File: config.mk
export PLATFORM = sky130hd
export DESIGN_NAME = tip_top
export DESIGN_NICKNAME = d
export VERILOG_FILES = /design/src/rtl/tip_pkg.sv /design/src/rtl/tip_key_gen.sv /design/src/rtl/tip_min_tree.sv /design/src/rtl/tip_prio_enc.sv /design/src/rtl/tip_top.sv
export SDC_FILE = /design/constraint.sdc
export NUM_CORES = 2
export LEC_CHECK = 0
export CORE_ASPECT_RATIO = 0.5
export CORE_MARGIN = 2
export CORE_UTILIZATION = 55
export CTS_BUF_LIST = sky130_fd_sc_hd__clkbuf_2
export DETAILED_ROUTE_END_ITERATION = 6
export DONT_BUFFER_PORTS = 1
export GPL_TIMING_DRIVEN = 1
export PLACE_DENSITY = 0.81
export SKIP_LAST_GASP = 1
export SLEW_MARGIN = 20
export SYNTH_ARGS = -nofsm -noshare
export SYNTH_HDL_FRONTEND = slang
export SYNTH_HIERARCHICAL = 1
export SYNTH_SLANG_ARGS = --single-unit
File: constraint.sdc
create_clock -name clk -period 0.8 [get_ports clk]
set_input_delay 0.16 -clock clk [delete_from_list [all_inputs] [get_ports clk]]
set_output_delay 0.16 -clock clk [all_outputs]
set_load 0.01 [all_outputs]
File: src/rtl/tip_pkg.sv
package tip_pkg;

    localparam int unsigned ID_W      = 12;
    localparam int unsigned EPRIO_W   = 8;
    localparam int unsigned MEI_CAUSE = 11;

    // Rank class: smaller class is more urgent.
    localparam logic [1:0] CLS_ZERO_HI = 2'd0;
    localparam logic [1:0] CLS_NONZERO = 2'd1;
    localparam logic [1:0] CLS_ZERO_LO = 2'd2;

    typedef struct packed {
        logic [3:0]         rsv_hi;
        logic [ID_W-1:0]    iid;
        logic [7:0]         rsv_mid;
        logic [EPRIO_W-1:0] eprio;
    } tip_word_t;

    // Position of a cause in the default order (0 = first).
    function automatic int unsigned dflt_pos(input int unsigned c,
                                             input int unsigned n,
                                             input int unsigned hi_base);
        int unsigned base;
        int unsigned taken;
        base = n - hi_base;
        if (c >= hi_base) return n - 1 - c;
        case (c)
            11: return base;
            3:  return base + 1;
            7:  return base + 2;
            9:  return base + 3;
            1:  return base + 4;
            5:  return base + 5;
            default: begin
                taken = 0;
                if (c > 1)  taken++;
                if (c > 3)  taken++;
                if (c > 5)  taken++;
                if (c > 7)  taken++;
                if (c > 9)  taken++;
                if (c > 11) taken++;
                return base + 6 + c - taken;
            end
        endcase
    endfunction

endpackage

File: src/rtl/tip_key_gen.sv
module tip_key_gen
    import tip_pkg::*;
#(
    parameter int unsigned N_CAUSE = 64,
    parameter int unsigned PRIO_W  = 8,
    parameter int unsigned HI_BASE = 48,
    localparam int unsigned POS_W  = $clog2(N_CAUSE),
    localparam int unsigned KEY_W  = 2 + PRIO_W + POS_W
) (
    input  logic [N_CAUSE-1:0]        elig_i,
    input  logic [N_CAUSE*PRIO_W-1:0] prio_i,
    input  logic                      prio_impl_i,
    output logic [N_CAUSE-1:0]        valid_o,
    output logic [N_CAUSE*KEY_W-1:0]  key_o
);

    localparam int unsigned MEI_POS = dflt_pos(MEI_CAUSE, N_CAUSE, HI_BASE);

    for (genvar c = 0; c < N_CAUSE; c++) begin : g_cause
        localparam int unsigned POS_I = dflt_pos(c, N_CAUSE, HI_BASE);
        localparam logic [POS_W-1:0] POS = POS_W'(POS_I);
        localparam logic [1:0] ZCLS = (POS_I < MEI_POS) ? CLS_ZERO_HI : CLS_ZERO_LO;

        logic [PRIO_W-1:0] prio_eff;
        logic [1:0]        cls;

        always_comb begin
            prio_eff = prio_impl_i ? prio_i[c*PRIO_W +: PRIO_W] : '0;
            cls      = (prio_eff != '0) ? CLS_NONZERO : ZCLS;
        end

        assign key_o[c*KEY_W +: KEY_W] = {cls, prio_eff, POS};

        if (c == 0) begin : g_none
            assign valid_o[c] = 1'b0;
        end else begin : g_real
            assign valid_o[c] = elig_i[c];
        end
    end

endmodule

File: src/rtl/tip_min_tree.sv
module tip_min_tree #(
    parameter int unsigned N_LEAF = 64,
    parameter int unsigned KEY_W  = 16,
    parameter int unsigned RANK_W = 10,
    localparam int unsigned IDX_W = $clog2(N_LEAF)
) (
    input  logic [N_LEAF-1:0]       valid_i,
    input  logic [N_LEAF*KEY_W-1:0] key_i,
    output logic                    win_valid_o,
    output logic [RANK_W-1:0]       win_rank_o,
    output logic [IDX_W-1:0]        win_idx_o
);

    // Heap layout: node k combines 2k and 2k+1; leaves at N_LEAF..2*N_LEAF-1.
    logic             nv [1:2*N_LEAF-1];
    logic [KEY_W-1:0] nk [1:2*N_LEAF-1];
    logic [IDX_W-1:0] ni [1:2*N_LEAF-1];

    for (genvar i = 0; i < N_LEAF; i++) begin : g_leaf
        assign nv[N_LEAF+i] = valid_i[i];
        assign nk[N_LEAF+i] = key_i[i*KEY_W +: KEY_W];
        assign ni[N_LEAF+i] = IDX_W'(i);
    end

    for (genvar k = 1; k < N_LEAF; k++) begin : g_node
        logic pick_r;
        assign pick_r = nv[2*k+1] && (!nv[2*k] || (nk[2*k+1] < nk[2*k]));
        assign nv[k]  = nv[2*k] | nv[2*k+1];
        assign nk[k]  = pick_r ? nk[2*k+1] : nk[2*k];
        assign ni[k]  = pick_r ? ni[2*k+1] : ni[2*k];
    end

    assign win_valid_o = nv[1];
    assign win_rank_o  = nk[1][KEY_W-1 -: RANK_W];
    assign win_idx_o   = ni[1];

endmodule

File: src/rtl/tip_prio_enc.sv
module tip_prio_enc
    import tip_pkg::*;
#(
    parameter int unsigned PRIO_W = 8
) (
    input  logic [1:0]         cls_i,
    input  logic [PRIO_W-1:0]  prio_i,
    input  logic               prio_impl_i,
    output logic [EPRIO_W-1:0] eprio_o
);

    logic [EPRIO_W-1:0] clamped;

    if (PRIO_W > EPRIO_W) begin : g_wide
        assign clamped = (|prio_i[PRIO_W-1:EPRIO_W]) ? '1 : prio_i[EPRIO_W-1:0];
    end else if (PRIO_W == EPRIO_W) begin : g_same
        assign clamped = prio_i;
    end else begin : g_narrow
        assign clamped = {{(EPRIO_W-PRIO_W){1'b0}}, prio_i};
    end

    always_comb begin
        if (!prio_impl_i) begin
            eprio_o = EPRIO_W'(1);
        end else begin
            case (cls_i)
                CLS_ZERO_HI: eprio_o = '0;
                CLS_NONZERO: eprio_o = clamped;
                default:     eprio_o = '1;
            endcase
        end
    end

endmodule

File: src/rtl/tip_top.sv
module tip_top
    import tip_pkg::*;
#(
    parameter int unsigned N_CAUSE = 64,
    parameter int unsigned PRIO_W  = 8,
    parameter int unsigned HI_BASE = 48
) (
    input  logic                      clk,
    input  logic                      rst_n,
    input  logic [N_CAUSE-1:0]        pend_i,
    input  logic [N_CAUSE-1:0]        enab_i,
    input  logic [N_CAUSE-1:0]        deleg_i,
    input  logic [N_CAUSE*PRIO_W-1:0] prio_i,
    input  logic                      prio_impl_i,
    output logic [31:0]               top_o
);

    localparam int unsigned POS_W  = $clog2(N_CAUSE);
    localparam int unsigned IDX_W  = $clog2(N_CAUSE);
    localparam int unsigned RANK_W = 2 + PRIO_W;
    localparam int unsigned KEY_W  = RANK_W + POS_W;

    typedef struct packed {
        tip_word_t word;
    } tip_state_t;

    logic [N_CAUSE-1:0]       elig;
    logic [N_CAUSE-1:0]       cand_valid;
    logic [N_CAUSE*KEY_W-1:0] cand_key;
    logic                     win_valid;
    logic [RANK_W-1:0]        win_rank;
    logic [IDX_W-1:0]         win_idx;
    logic [EPRIO_W-1:0]       win_eprio;
    tip_state_t               state_d, state_q;

    assign elig = pend_i & enab_i & ~deleg_i;

    tip_key_gen #(
        .N_CAUSE (N_CAUSE),
        .PRIO_W  (PRIO_W),
        .HI_BASE (HI_BASE)
    ) key_gen_i (
        .elig_i      (elig),
        .prio_i      (prio_i),
        .prio_impl_i (prio_impl_i),
        .valid_o     (cand_valid),
        .key_o       (cand_key)
    );

    tip_min_tree #(
        .N_LEAF (N_CAUSE),
        .KEY_W  (KEY_W),
        .RANK_W (RANK_W)
    ) tree_i (
        .valid_i     (cand_valid),
        .key_i       (cand_key),
        .win_valid_o (win_valid),
        .win_rank_o  (win_rank),
        .win_idx_o   (win_idx)
    );

    tip_prio_enc #(
        .PRIO_W (PRIO_W)
    ) enc_i (
        .cls_i       (win_rank[RANK_W-1 -: 2]),
        .prio_i      (win_rank[PRIO_W-1:0]),
        .prio_impl_i (prio_impl_i),
        .eprio_o     (win_eprio)
    );

    always_comb begin
        state_d = '0;
        if (win_valid) begin
            state_d.word.iid   = ID_W'(win_idx);
            state_d.word.eprio = win_eprio;
        end
    end

    always_ff @(posedge clk or negedge rst_n) begin
        if (!rst_n) begin
            state_q <= '0;
        end else begin
            state_q <= state_d;
        end
    end

    assign top_o = state_q.word;

endmodule

==> flow_summary.yaml <==
floorplanning:
  ioPinCount: 739
  rows: 75
  die_w_um: 418
  die_y_um: 211
  die_area_um2: 88000
  placeableCoreArea_um2: 84300
  start_util: 0.558
detailed_routing:
  avgRoutedWirePerCell_um: 17.1
  drt_first_pass_iters: 7
  drt_wl_total_um: 159000
  drc: 1
  via_per_inst: 5.69
  drt_iter0_markers: 3998
  ant_nets: 0
  num_vias: 52800
grt:
  grt_max_degree: 633
  antenna_found_initial: 23
  overflow: 0
  grt_pass1_vias: 50600
  grt_pass1_wl_um: 242000
  grt.total_usage: 0.330
sta:
  rsz0062_at_grt: "true"
  fin_crit_ns: 14.11
  final_max_slew_viol_count: 0
  whs_ns: -0.100
  period_share: 17.6
  setup_tns_ns: -187.00
  hold_viol: 14
  finalSetupViolations: 28
  fin_ws_ns: -13.31
  maxSlewHeadroom: 0.281
  fmax_ghz: 0.0709
  worst_slew_pin_slew_ns: 1.08
placed_design:
  pre_cts_slack_ns: -13.20
  placed_cells: 9174
  io_buffers: 0
  dp_hpwl_um: 134000
  gp_congestion: 1.07
  dpl_cell_area_um2: 58100
finish:
  syn2layout_area_growth_pct: 26.5
  nets: 9734
  drive_gt1_frac: 0.266
  fin_cells: 9275
  final_area_um2: 59500
  largest_reg_flops: 14
setup_path:
  cp_slowest_cell: "and2_1"
  arrival_ns: 14.40
  cp-end-kind: "flop"
  cp_common_cell: "a21oi_2"
  crit_type: "input port to flop"
  startpoint_type: "input port"
  max_stage_delay_ns: 0.48
  cp_max_fo: 632
  crit_required_ns: 1.09
power_and_ir_drop:
  cellLeakagePower_nw: 32.2
  irDropWorstVdd_mv: 3.52
  p_per_area_nw_per_um2: 1410
cts:
  path_clk_slew_ns: 0.22
  cts_made_buffers: 3
  cts_tree: "built"
  root_buffer: "clkbuf_2"
  cts_max_level: 1
  hold_buffers: 1
  clock_path_buffers: 2
  cts.sinks: 14
min_path:
  hold_class: "input port to async pin"
status:
  outcome: "finished with violations"
  failed_checks: "DRC, hold timing, setup timing"
yosys:
  syn_inst: 6723
  synth_area_per_cell_um2: 7.00
  synth_area_um2: 47000
  ys_warn_count: 6
flow_run:
  cap_violations: 0
## metrics by stage
step,power [W],util
2_1_floorplan,0.0482,-
4_1_cts,0.0790,0.696
3_5_place_dp,0.0740,0.689
3_3_place_gp,0.0726,0.689
6_report,0.0839,0.706
5_1_grt,0.0907,0.706
## area by class of cell
type                    instances  area, µm²
diodes                         43        108
clock buffers                   3       15.0
clock inverters                 1       3.75
fillers                      6296      24800
inverters                     813       3050
multi-input cells            5610      41800
flip-flops and latches         14        365
well taps                    1116       1400
repair buffers               1675      12700
## per-layer routing
layer  up-vias  share of wire  GRT usage
met5         -              0          0
met4         0          0.060      0.171
met3       627          0.067     0.0391
met2      2060           0.47      0.584
met1     24300           0.40      0.394
li1      25800              -          -
## cell usage in the layout, fill, tap and decap left out, drive strengths merged, types with 11 or more instances in the layout
cell type,n
buf,1673
ha,910
inv,812
a21oi,572
and2,547
mux2i,427
nor2,423
conb,419
o21ai,419
nand2,362
a21o,175
nand4,141
o21a,134
mux2,125
or4,102
nor2b,73
a211oi,72
nand2b,67
and3b,63
nand3,52
nor3,52
nor4,50
diode,43
o211ai,33
a31oi,32
a21boi,29
a2111oi,23
or3,20
o2111ai,19
and3,18
o22ai,17
or2,15
dfrtp,14
o31ai,14
a211o,13
a22oi,13
nand3b,12
and4,12
a221oi,11
## worst max-delay path, delay by kind of cell
family	cells	cell delay, ns
and+or+nand+nor	23	3.33
AOI/OAI and AO/OA	36	6.25
adders and majority gates	6	1.60
buffers and inverters	9	1.29
muxes	4	1.25
## power by group
group / leakage, nW / internal, W / total [W] / switching [W]
Clock: 0.0143 / 0.000108 / 0.000451 / 0.000343
Combinational: 32.0 / 0.0407 / 0.0815 / 0.0408
Sequential: 0.156 / 0.00120 / 0.00188 / 0.000684
## timing repair
action                     in CTS  in global routing
setup buffers                  28                 22
setup endpoints to repair      28                 42
cloned                          1                  3
resized for setup              88                148
pin swaps                      61                 60
hold endpoints to repair       14                  6
## worst paths after layout
kind                        startpoint   endpoint  slack [ns]  cells past startpoint
max in group asynchronous        rst_n   top_o[7]        0.28                      1
worst min-delay path             rst_n  top_o[21]       -0.10                      1
worst max-delay path       prio_impl_i   top_o[6]      -13.31                     78
min in group clk           prio_impl_i   top_o[0]        0.09                      2
Power figures use the tool's default switching activity.
